File: config.mk
export PLATFORM = sky130hd
export DESIGN_NAME = gpio_ovr_port
export DESIGN_NICKNAME = d
export VERILOG_FILES = /design/src/rtl/gpio_pkg.sv /design/src/rtl/gpio_sync.sv /design/src/rtl/gpio_regs.sv /design/src/rtl/gpio_pin_cell.sv /design/src/rtl/gpio_ovr_port.sv
export SDC_FILE = /design/constraint.sdc
export NUM_CORES = 1
export LEC_CHECK = 0
export ABC_CLOCK_PERIOD_IN_PS = 1010
export BUFFER_PORTS_ARGS = -buffer_cell sky130_fd_sc_hd__buf_2
export CORE_MARGIN = 10
export CORE_UTILIZATION = 41
export DETAILED_ROUTE_END_ITERATION = 8
export PLACE_DENSITY = 0.83
export SETUP_SLACK_MARGIN = 0.05
export SLEW_MARGIN = 20
export SYNTH_ARGS = -nofsm -noshare
export SYNTH_HDL_FRONTEND = slang
export SYNTH_HIERARCHICAL = 1
export SYNTH_SLANG_ARGS = --single-unit
export TNS_END_PERCENT = 30
File: constraint.sdc
create_clock -name clk -period 1.01 [get_ports clk]
set_input_delay 0.101 -clock clk [delete_from_list [all_inputs] [get_ports clk]]
set_output_delay 0.101 -clock clk [all_outputs]
set_load 0.01 [all_outputs]
File: src/rtl/gpio_pkg.sv
package gpio_pkg;
   typedef enum logic [1:0] {
      SEL_PINS  = 2'd0,
      SEL_LATCH = 2'd1,
      SEL_DIR   = 2'd2,
      SEL_CFG   = 2'd3
   } reg_sel_e;

   localparam int CFG_PU_BIT = 0;
   localparam int CFG_OD_BIT = 1;
   localparam int CFG_BITS   = 2;
endpackage

File: src/rtl/gpio_sync.sv
module gpio_sync #(
   parameter int W      = 5,
   parameter int STAGES = 2
) (
   input  logic         clk,
   input  logic         rst_n,
   input  logic [W-1:0] d_async,
   output logic [W-1:0] q_sync
);
   generate
      if (STAGES < 2) begin : g_bad_stages
         $error("gpio_sync needs at least two stages");
      end
   endgenerate

   logic [W-1:0] stage_q [STAGES];

   always_ff @(posedge clk or negedge rst_n) begin
      if (!rst_n) begin
         for (int s = 0; s < STAGES; s++) stage_q[s] <= '0;
      end else begin
         stage_q[0] <= d_async;
         for (int s = 1; s < STAGES; s++) stage_q[s] <= stage_q[s-1];
      end
   end

   assign q_sync = stage_q[STAGES-1];

   generate
      if (STAGES == 2) begin : g_lat_chk
         logic [1:0] warm_q;
         always_ff @(posedge clk or negedge rst_n) begin
            if (!rst_n) warm_q <= '0;
            else if (warm_q != 2'd3) warm_q <= warm_q + 2'd1;
         end

         sync_latency_chk: assert property (@(posedge clk) disable iff (!rst_n)
            (warm_q >= 2'd2) |-> (q_sync == $past(d_async, 2)));
      end
   endgenerate
endmodule

File: src/rtl/gpio_regs.sv
module gpio_regs
   import gpio_pkg::*;
#(
   parameter int W = 5
) (
   input  logic         clk,
   input  logic         rst_n,
   input  logic         we,
   input  logic [1:0]   addr,
   input  logic [W-1:0] wdata,
   input  logic [W-1:0] pin_sync,
   output logic [W-1:0] dir_q,
   output logic [W-1:0] lat_q,
   output logic         pu_en,
   output logic         od_en,
   output logic [W-1:0] rdata
);
   generate
      if (W < CFG_BITS) begin : g_bad_w
         $error("gpio_regs data width too small for the configuration word");
      end
   endgenerate

   logic [CFG_BITS-1:0] cfg_q;
   logic                lat_hit;

   assign lat_hit = we && (addr == SEL_PINS || addr == SEL_LATCH);

   always_ff @(posedge clk or negedge rst_n) begin
      if (!rst_n) begin
         dir_q <= '1;
         lat_q <= '0;
         cfg_q <= '0;
      end else begin
         if (lat_hit) lat_q <= wdata;
         if (we && addr == SEL_DIR) dir_q <= wdata;
         if (we && addr == SEL_CFG) cfg_q <= wdata[CFG_BITS-1:0];
      end
   end

   assign pu_en = cfg_q[CFG_PU_BIT];
   assign od_en = cfg_q[CFG_OD_BIT];

   always_comb begin
      rdata = '0;
      unique case (addr)
         SEL_PINS:  rdata = pin_sync;
         SEL_LATCH: rdata = lat_q;
         SEL_DIR:   rdata = dir_q;
         SEL_CFG:   rdata[CFG_BITS-1:0] = cfg_q;
         default:   rdata = '0;
      endcase
   end


   reset_values_chk: assert property (@(posedge clk) disable iff (!rst_n)
      $rose(rst_n) |-> (dir_q == '1 && lat_q == '0 && cfg_q == '0));

   latch_load_chk: assert property (@(posedge clk) disable iff (!rst_n)
      lat_hit |=> (lat_q == $past(wdata)));

   dir_hold_chk: assert property (@(posedge clk) disable iff (!rst_n)
      !(we && addr == SEL_DIR) |=> $stable(dir_q));
endmodule

File: src/rtl/gpio_pin_cell.sv
module gpio_pin_cell #(
   parameter bit OD_CAPABLE = 1'b0
) (
   input  logic clk,
   input  logic rst_n,
   input  logic dir_bit,
   input  logic lat_bit,
   input  logic frc_out,
   input  logic frc_in,
   input  logic frc_data,
   input  logic pu_en,
   input  logic od_en,
   output logic oe,
   output logic dout,
   output logic pu
);
   logic drives;
   logic val;

   assign drives = frc_out | (~frc_in & ~dir_bit);
   assign val    = frc_out ? frc_data : lat_bit;
   assign dout   = val;
   assign pu     = pu_en & ~drives;

   generate
      if (OD_CAPABLE) begin : g_od
         assign oe = drives & ~(od_en & val);

         od_no_high_chk: assert property (@(posedge clk) disable iff (!rst_n)
            od_en |-> !(oe && dout));
      end else begin : g_push_pull
         logic unused_od;
         assign unused_od = od_en;
         assign oe = drives;
      end
   endgenerate


   force_out_chk: assert property (@(posedge clk) disable iff (!rst_n)
      (frc_out && !(OD_CAPABLE && od_en)) |-> (oe && dout == frc_data));

   force_in_chk: assert property (@(posedge clk) disable iff (!rst_n)
      (frc_in && !frc_out) |-> !oe);
endmodule

File: src/rtl/gpio_ovr_port.sv
module gpio_ovr_port
   import gpio_pkg::*;
#(
   parameter int W      = 5,
   parameter int OD_PIN = 3,
   parameter int SYNC   = 2
) (
   input  logic         clk,
   input  logic         rst_n,
   input  logic         bus_we,
   input  logic [1:0]   bus_addr,
   input  logic [W-1:0] bus_wdata,
   output logic [W-1:0] bus_rdata,
   input  logic [W-1:0] frc_out,
   input  logic [W-1:0] frc_in,
   input  logic [W-1:0] frc_data,
   input  logic [W-1:0] pad_in,
   output logic [W-1:0] pad_oe,
   output logic [W-1:0] pad_out,
   output logic [W-1:0] pad_pu
);
   generate
      if (W < 1 || W > 32) begin : g_bad_w
         $error("gpio_ovr_port width out of range");
      end
      if (OD_PIN < 0 || OD_PIN >= W) begin : g_bad_od
         $error("gpio_ovr_port open-drain pin outside the port");
      end
   endgenerate

   logic [W-1:0] pin_sync;
   logic [W-1:0] dir_q;
   logic [W-1:0] lat_q;
   logic         pu_en;
   logic         od_en;

   gpio_sync #(.W(W), .STAGES(SYNC)) u_sync (
      .clk(clk), .rst_n(rst_n), .d_async(pad_in), .q_sync(pin_sync)
   );

   gpio_regs #(.W(W)) u_regs (
      .clk(clk), .rst_n(rst_n), .we(bus_we), .addr(bus_addr),
      .wdata(bus_wdata), .pin_sync(pin_sync), .dir_q(dir_q),
      .lat_q(lat_q), .pu_en(pu_en), .od_en(od_en), .rdata(bus_rdata)
   );

   generate
      for (genvar i = 0; i < W; i++) begin : g_pin
         gpio_pin_cell #(.OD_CAPABLE(i == OD_PIN)) u_cell (
            .clk(clk), .rst_n(rst_n),
            .dir_bit(dir_q[i]), .lat_bit(lat_q[i]),
            .frc_out(frc_out[i]), .frc_in(frc_in[i]), .frc_data(frc_data[i]),
            .pu_en(pu_en), .od_en(od_en),
            .oe(pad_oe[i]), .dout(pad_out[i]), .pu(pad_pu[i])
         );
      end
   endgenerate


   pu_vs_drive_chk: assert property (@(posedge clk) disable iff (!rst_n)
      (pad_pu & pad_oe) == '0);

   pu_global_off_chk: assert property (@(posedge clk) disable iff (!rst_n)
      !pu_en |-> (pad_pu == '0));
endmodule

Word-level counts from Yosys, hierarchy flattened
Index checks and enable logic that the tools add are counted.

Equal/unequal tests: 3. Muxes and demuxes: 7. Bitwise logic cells: 33. Reductions and logical operators: 5.

Operators with widths (number): $not 1->1 (16); $and 1x1->1 (12); $pmux 3 s3 (1); $pmux 2 s4 (1); $mux 1 (5); $or 1x1->1 (5); $eq 2x2->1 const B (2); $logic_and 1x1->1 (3); $eq 2x1->1 const B (1); $logic_not 2->1 (1); $logic_or 1x1->1 (1).

Flip-flop bits (word level): 22. Bits of input ports: 30. Output and inout port bits: 20. Word-level logic and storage cells: 53.

Depth between registers and ports, before layout
Gate-level depths: netlist (run 1).

Depth in word-level cells: 5. Gate-level depth with buffers: 3. Gate-level depth less buffers: 2.

Cells and area by module
The synthesis (run 1) kept the hierarchy.

Modules (own cells, without submodules): gpio_regs (instances 1, cells an instance 38, area each 628.1 µm², sequential area each 306.5 µm²); gpio_sync (instances 1, cells an instance 15, area each 287.8 µm², sequential area each 250.2 µm²); gpio_pin_cell (g_pin[0].u_cell ...) (instances 4, cells an instance 4, area each 41.3 µm², sequential area each 0.0 µm²); gpio_pin_cell (g_pin[3].u_cell) (instances 1, cells an instance 6, area each 51.3 µm², sequential area each 0.0 µm²).

Worst setup path after synthesis (run 1)
OpenSTA, ideal clock, no wires.

Kind: register -> output. Start point: register u_sync.stage_q, in the netlist u_sync/q_sync[0]. End point: output bus_rdata[0]. Data arrival time: 0.928 ns. Required time: 0.909 ns. Setup slack: -0.019 ns. Cell stages (with the launch flop): 3. Path buffers: 1. Cell sequence: dfrtp_1 > buf_4 > mux4_2.

Cells in the longest elaborated chain, start to end: 1.

RTL lines: from (decl) (line gpio_sync.sv:16) `logic [W-1:0] stage_q [STAGES];`; $pmux 2 s4 (line gpio_regs.sv:46) `unique case (addr)`; to (decl) (line gpio_ovr_port.sv:13) `output logic [W-1:0] bus_rdata,`.

Every way passes these cells.

Worst setup path after layout (run 1)
Start point: register u_regs.cfg_q[1]. End point: output bus_rdata[1].

Cells in the longest elaborated chain, start to end: 1.

RTL lines: from (decl) (line gpio_regs.sv:24) `logic [CFG_BITS-1:0] cfg_q;`; from (signal assigned) (line gpio_regs.sv:37) `if (we && addr == SEL_CFG) cfg_q <= wdata[CFG_BITS-1:0];`; $pmux 2 s4 (line gpio_regs.sv:46).

Every way passes these cells.

==> flow_summary.toml, run 1 <==
[outcome]
status = "finished, violations left"
failed_checks = "negative setup slack"

[worst_setup_path]
critPathMaxStageDelay_ns = 0.46
slowest_stage = "mux4_2"
critPathRequiredTime_ns = 0.91
crit_family = "multiplexers"
critical_path_class = "flip-flop to output pin"
start_kind = "flip-flop"
critPathMaxFanout = 2
r2r_setup_slack_ns = 0
worstPathArrival_ns = 1.31
cp.buffers_inverters = 1
worst_setup_path_end_kind = "output pin"
crit_chain = "mux4_2 -> buf_2"

[sta]
finalSetupViolations = 22
whs_ns = 0.0376
max_freq_mhz = 707
drv_slew = 0
finalCriticalPeriod_ns = 1.41
post-route-period-util_pct = 140
final.setup.tns_ns = -5.74
worst_pin_slew_ns = 0.475
maxSlewHeadroom_pct = 68.3
rsz0062_at_grt = "yes"
finalHoldViolCount = 0
layout_setup_ws_ns = -0.405
finClkSkew_ns = 0.00516

[synthesis]
yosys_warnings = 6
synth_cells = 75
syn_area_per_cell_sq_um = 15.1
synth_top_cell_by_area = "dfrtp_1"
synth_top_area_share_pct = 37.6
synth_seq_cells = 22
ys_types = 19
yosysSeqAreaShare_pct = 49.2
ys_top_cells_by_area = "dfrtp_1, mux2_4, dfstp_2, mux2_2, o21bai_4"
synth_area_sq_um = 1130
synth_nets = 105

[place]
dpl.cell_count = 158
place_congestion = 0.713
portBuffers = 49
dp_hpwl_um = 2340

[clocking]
clk_latency_ns = 0.30
cts_tree = "done"
cts.sinks = 22
cts-root-buf = "clkbuf_4"
clk_path_buf_depth = 2
numCtsBuffers = 3
cts.clk_slew.worst_paths_ns = 0.12
h-tree-depth = 1

[finish]
drive_gt1_share_pct = 72.7
final_cell_mix = "buf_2, dfrtp_1, buf_6"
area_growth_pct = 49.2
layout.nets = 174
fin_cells = 173
n_fill_cell = 208
diodes = 0
layout_commonest_cell = "buf_2"

[floorplanning]
core_area_sq_um = 2540
num_io_pins = 50
die_h_um = 72.6
start_util_pct = 44.5
die_area_sq_um = 5260
dieWidth_um = 72.6
row_count = 18

[routing]
vias = 846
post_drt_wl_per_cell_um = 17.5
ant_nets = 0
vias_per_cell = 4.89
wirelength_um = 3030
dr.pass1.iters = 2
detail_route.drc_violations = 0
initialDrtViolationCount = 9

[power]
power_frac_seq_pct = 41.8
powerDensity_nw_per_um2 = 1550
netSwitchingFraction_pct = 25.8
vdd_drop_max_v = 0.00129
p_int_uw = 1950
combPwrFrac_pct = 32.9
clkPwrFrac_pct = 25.3
p_sw_uw = 678
p_leak_uw = 0.000852
total_power_uw = 2620

[grt]
grt_max_degree = 23
track_usage_pct = 11.4
grt_pass1_wl_um = 4820
gr-total-overflow = 0
antenna_found_initial = 0
first_global_vias = 979

[job]
max-cap-violations = 0

[hold_path]
min_path_type = "input pin to flip-flop"
[state kept, by name, summed over array words and instances (netlist names)]
signal / count
u_regs/dir_q: 5
u_regs/lat_q: 5
u_sync/q_sync: 5
u_sync/stage_q: 5
u_regs/cfg_q: 2
[power by group through the flow]
stage | Combinational, uW | Sequential [uW] | Clock (uW)
after floorplan | 365 | 1110 | 0
after global placement | 656 | 1090 | 0
final | 865 | 1100 | 663
after detailed placement | 680 | 1110 | 0
after CTS | 804 | 1090 | 680
after global routing | 932 | 1110 | 724
[logic make-up after synthesis]
logic type	Yosys count	share of synthesized area, %
buf+inv	11	6.30
simple gates	11	6.96
compound gates	9	10.7
mux	22	26.9
flops	22	49.2
[through the flow]
stage          util [%]  instance area (sq um)  setup WS, ns
6_report           66.4                   1690        -0.405
5_1_grt            66.4                   1690        -0.455
3_3_place_gp       56.6                   1440       -0.0461
4_1_cts            64.6                   1640        -0.407
3_5_place_dp       56.6                   1440       -0.0674
2_1_floorplan         -                   1130       -0.0192
[synthesized netlist by cell type, drive strengths merged]
| cell | number |
|---|---|
| mux2i | 3 |
| nand3 | 2 |
| dfrtp | 17 |
| nor2b | 1 |
| o21a | 1 |
| nand3b | 1 |
| buf | 7 |
| nor2 | 5 |
| o2bb2ai | 3 |
| mux4 | 2 |
| mux2 | 17 |
| dfstp | 5 |
| inv | 4 |
| o21bai | 4 |
| nor3b | 1 |
| a211oi | 1 |
| and2b | 1 |
[per-layer routing]
layer  part of all wire [%]  track usage, %  up-vias
li1                       -               -      397
met1                     39            11.7      414
met5                      0               0        -
met2                     50            20.1       35
met4                      0            2.53        0
met3                     11            5.71        0
[repair_timing]
item                                    CTS  global route
hold buffers                              6             0
endpoints found under the hold margin    22             0
buffers inserted                          3             2
endpoints found under the setup margin   20            21
resized for setup                        12             8
pin swaps                                 9             3
gates cloned                              0             0
[final timing paths]
path	to	start	cells after the start
worst min register to register	u_sync/q_sync[1]	u_sync/stage_q[6]	0
worst min-delay path	u_regs/dir_q[2]	bus_wdata[2]	2
worst max-delay path	bus_rdata[1]	u_regs/cfg_q[1]	2
max in group asynchronous	u_regs/dir_q[1]	rst_n	2
worst max register to register	u_regs/dir_q[0]	u_regs/dir_q[0]	4
min in group asynchronous	u_regs/lat_q[4]	rst_n	2
[area by class of cell]
cell class	count	area, sq um	share of cell area [%]
flip-flops and latches	22	557	33.0
multi-input cells	42	517	30.6
repair buffers	71	510	30.2
well taps	30	37.5	2.22
clock inverters	1	30.0	1.78
clock buffers	3	22.5	1.33
inverters	4	15.0	0.889
(Power assumes the default switching activity.)
==> run 2, diff against run 1 <==
- ABC_AREA: not set -> 1
- CORE_MARGIN: 10 -> not set
==> run 2 against run 1 <==
The run still ends with negative setup slack left. Sequential cell count did not move. Sequential power barely moved. Critical endpoint is now pad_pu[3]. Largest cell class unchanged. Synthesized cell count rose by 80%.
==> flow_summary.toml, run 2 <==
[finish]
drive_gt1_share_pct = 46.6
final_cell_mix = "nand2_1, buf_2, dfrtp_1"
n_fill_cell = 227
final_cell_area_sq_um = 1500
area_growth_pct = 37.5
multi_input_area_sq_um = 474
layout.nets = 222
regArea_sq_um = 558
diodes = 0
layout_commonest_cell = "nand2_1"

[power]
powerDensity_nw_per_um2 = 1320
vdd_drop_max_v = 0.00128
p_leak_uw = 0.000815
total_power_uw = 1980

[synthesis]
ys_top_cells_by_area = "dfrtp_1, nand2_1, dfstp_2, nand3_1, nor3_2"
synth_seq_cells = 22
yosys-top-cells-count = "nand2_1, dfrtp_1, nand3_1"
synth_async_sr_flop_share_pct = 100
synth_top_area_share_pct = 39.0
syn_area_per_cell_sq_um = 8.08
yosys_warnings = 6
synth_area_sq_um = 1090
synth_cells = 135
synth-edff-count = 0
ys_types = 18
yosysSeqAreaShare_pct = 51.0
ys.flop_type = "dfrtp_1"
synth_most_common_cell = "nand2_1"
synth_nets = 165
synth_top_cell_by_area = "dfrtp_1"

[sta]
whs_ns = 0.0140
drv_slew = 0
layout_setup_ws_ns = -0.284
worst_pin_slew_ns = 0.443
maxSlewHeadroom_pct = 70.5
max_freq_mhz = 773
rsz0062_at_grt = "yes"
finClkSkew_ns = 0.00229
finalCriticalPeriod_ns = 1.29
finalHoldViolCount = 0
post-route-period-util_pct = 128
finalSetupViolations = 20
final.setup.tns_ns = -3.52

[floorplanning]
row_count = 18
die_h_um = 53.6
die_area_sq_um = 2870
start_util_pct = 43.6
num_io_pins = 50
dieWidth_um = 53.6
core_area_sq_um = 2500

[routing]
vias = 1037
post_drt_wl_per_cell_um = 10.6
vias_per_cell = 4.69
initialDrtViolationCount = 24
wirelength_um = 2340
detail_route.drc_violations = 0
ant_nets = 0
dr.pass1.iters = 4

[grt]
antenna_found_initial = 0
gr-total-overflow = 0
track_usage_pct = 18.2
first_global_vias = 940
grt_max_degree = 23
grt_pass1_wl_um = 3770

[worst_setup_path]
worstPathArrival_ns = 1.19
critical_path_class = "flip-flop to output pin"
crit_family = "flip-flops"
start_kind = "flip-flop"
critPathMaxStageDelay_ns = 0.56
worst_setup_path_end_kind = "output pin"
crit_chain = "nor2_2 -> nor3b_2 -> buf_2"
critPathRequiredTime_ns = 0.91
cp.buffers_inverters = 1
slowest_stage = "dfstp_2"
critPathMaxFanout = 2

[place]
dp_hpwl_um = 1760
portBuffers = 49
place_congestion = 0.775
pre_cts_ws_ns = 0.0138
dpl_cell_area_sq_um = 1340

[job]
max-cap-violations = 0

[clocking]
clk_latency_ns = 0.29
numCtsBuffers = 3
cts.sinks = 22
h-tree-depth = 1
cts-root-buf = "clkbuf_4"
cts_tree = "done"
clk_path_buf_depth = 2
cts.clk_slew.worst_paths_ns = 0.10

[outcome]
failed_checks = "negative setup slack"
status = "finished, violations left"

[hold_path]
min_path_type = "input pin to flip-flop"
run 2: changes by cell type after synthesis, sizes merged, moves of 4 or more:
cell,previous run,this run
mux2,17,0
inv,4,14
nand2,0,54
o21ai,0,8
nand3,2,13
nor2,5,9
nor3,0,4
o21bai,4,0
run 2: kinds of logic after synthesis:
logic type | count (synthesis) | share of synthesized area (%)
simple gates | 83 | 34.7
flops | 22 | 51.0
buf+inv | 21 | 9.75
compound gates | 9 | 4.47
run 2: layout make-up:
type | count | share of cell area [%]
sequential | 22 | 37.2
timing repair buffer | 58 | 23.1
clock buffer | 4 | 1.75
multi-input combinational | 92 | 31.6
tap | 30 | 2.50
inverter | 15 | 3.84
run 2: layer usage:
metal  part of all wire [%]  global-route usage, %  vias up
li1                       -                      -      531
met1                     42                   21.6      463
met2                     51                   35.0       43
met3                    7.5                   2.54        0
met4                      0                   2.63        0
met5                      0                      0        -
run 2: what timing repair did:
action	4_1_cts	5_1_grt
buffers inserted	1	0
hold buffers	6	1
resized for setup	10	9
pin swaps	16	2
endpoints found under the hold margin	22	1
endpoints found under the setup margin	20	20
gates cloned	0	0
run 2: metrics by stage:
step / std cells / utilization [%]
after global placement: 209 / 53.5
final: 221 / 60.0
after global routing: 221 / 60.0
after floorplan: 135 / -
after detailed placement: 209 / 53.5
after CTS: 220 / 58.2
run 2: worst paths after layout:
| path | end | from | slack (ns) | cells after the start |
|---|---|---|---|---|
| setup / recovery | pad_pu[3] | u_regs/dir_q[3] | -0.28 | 3 |
| hold / removal | u_regs/dir_q[0] | bus_wdata[0] | 0.01 | 3 |
| setup reg to reg | u_regs/dir_q[3] | u_regs/dir_q[3] | 0.19 | 3 |
| hold reg to reg | u_sync/q_sync[2] | u_sync/stage_q[7] | 0.36 | 0 |
| max in group asynchronous | u_regs/dir_q[0] | rst_n | 0.38 | 2 |
| min in group asynchronous | u_sync/stage_q[8] | rst_n | 0.29 | 2 |
run 2: worst reg2reg max path: stages, from the launching register on:
cell     delay (ns)
dfstp_2        0.56
buf_6          0.10
nand2_1        0.05
nand2_1        0.06
run 2: power by group:
part / internal [uW] / total [uW] / switching [uW] / leakage, uW
clock: 153 / 380 / 227 / 0.0000150
combinational: 237 / 511 / 274 / 0.000546
sequential: 997 / 1090 / 90.8 / 0.000254
total: 1390 / 1980 / 592 / 0.000815
==> run 3, diff against run 2 <==
- RECOVER_POWER: not set -> 50
==> run 3 against run 2 <==
The run still ends with negative setup slack left. Worst setup slack did not move. Via count did not move. Clock-buffer cell count did not move. Sequential share of layout area did not move. Highest routed layer unchanged.
==> flow_summary.toml, run 3 (synthesis results as in run 2) <==
[outcome]
status = "finished, violations left"
failed_checks = "negative setup slack"

[finish]
n_fill_cell = 227
layout_commonest_cell = "nand2_1"
fin_cells = 221
fin_util_pct = 60.0
layout.nets = 222
drive_gt1_share_pct = 46.6
final_cell_mix = "nand2_1, buf_2, dfrtp_1"
area_growth_pct = 37.5
diodes = 0

[power]
powerDensity_nw_per_um2 = 1320
p_leak_uw = 0.000815
total_power_uw = 1980
vdd_drop_max_v = 0.00128

[worst_setup_path]
worstPathArrival_ns = 1.19
worstRegToRegCells = 3
start_kind = "flip-flop"
r2r_setup_slack_ns = 0.19
worst_setup_path_end_kind = "output pin"
critPathRequiredTime_ns = 0.91
critPathMaxFanout = 2
cp-endpoint = "pad_pu[3]"
critical_path_class = "flip-flop to output pin"
crit_start = "u_regs/dir_q[3]"
r2r_end = "u_regs/dir_q[3]"
reg2reg_from = "u_regs/dir_q[3]"

[job]
max-cap-violations = 0

[place]
place_congestion = 0.775
portBuffers = 49
dp_hpwl_um = 1760
pre_cts_ws_ns = 0.0138
dpl.cell_count = 209

[clocking]
cts_tree = "done"
clk_path_buf_depth = 2
numCtsBuffers = 3
h-tree-depth = 1
cts.clk_slew.worst_paths_ns = 0.10
cts-root-buf = "clkbuf_4"
clk_latency_ns = 0.29
cts.sinks = 22

[sta]
maxSlewHeadroom_pct = 67.2
drv_slew = 0
finalSetupViolations = 20
finalCriticalPeriod_ns = 1.29
layout_setup_ws_ns = -0.284
post-route-period-util_pct = 128
rsz0062_at_grt = "yes"
final.setup.tns_ns = -3.52
finalHoldViolCount = 0
worst_pin_slew_ns = 0.492
max_freq_mhz = 773
finClkSkew_ns = 0.00229

[routing]
detail_route.drc_violations = 0
post_drt_wl_per_cell_um = 10.6
wirelength_um = 2330
initialDrtViolationCount = 24
ant_nets = 0
vias_per_cell = 4.69
vias = 1037
dr.pass1.iters = 4

[floorplanning]
row_count = 18
die_h_um = 53.6
core_area_sq_um = 2500
num_io_pins = 50
dieWidth_um = 53.6
die_area_sq_um = 2870
start_util_pct = 43.6

[hold_path]
min_path_type = "input pin to flip-flop"
min_from = "bus_wdata[0]"

[grt]
grt_pass1_wl_um = 3770
track_usage_pct = 18.2
antenna_found_initial = 0
grt_max_degree = 23
first_global_vias = 940
gr-total-overflow = 0
-- run 3: changes by cell type in the layout (fill, tap and decap cells not counted), sizes merged --
cell,delta
clkbuf,+1
buf,-1
-- run 3: worst max-delay path, cell delays in order, from the launching register on --
cell	delay [ns]
dfstp_2	0.56
nor2_2	0.05
nor3b_2	0.15
buf_2	0.15
-- run 3: through the flow --
step	instance area, sq um	hold slack, ns
finish	1500	0.0140
global route	1500	0.00660
CTS	1450	0.00459
detailed placement	1340	0.0724
global placement	1340	0.0670
floorplan	1100	-0.195
-- run 3: how the worst min path moves through the flow --
stage                              endpoint  cells after the start  slack (ns)
after CTS                   u_regs/dir_q[0]                      3       0.005
after global routing        u_regs/dir_q[0]                      3       0.007
after global placement    u_sync/stage_q[8]                      1        0.07
final                       u_regs/dir_q[0]                      3        0.01
after floorplan             u_regs/cfg_q[0]                      0       -0.19
after detailed placement  u_sync/stage_q[5]                      1        0.07
-- run 3: final cells by class --
class                      instances  area [sq um]  area share, %
clock buffer                       4          26.3           1.75
sequential                        22           558           37.2
multi-input combinational         92           474           31.6
inverter                          15          57.6           3.84
timing repair buffer              58           347           23.1
tap                               30          37.5           2.50
-- run 3: power by group --
group	switching, uW	internal [uW]
clock network	227	153
logic	274	237
registers	90.8	997
total	592	1390
-- run 3: per-layer routing --
layer	routed length, um	global-route usage [%]	share of wire (%)
met1	975	21.6	42
met2	1180	35.0	51
met3	174	2.54	7.5
met4	0	2.63	0
met5	0	0	0
-- run 3: repair_timing --
action,CTS,global route
hold endpoints to repair,22,1
setup buffers,1,0
pin swaps,16,2
resized for setup,10,9
hold buffers,6,1
endpoints found under the setup margin,20,20
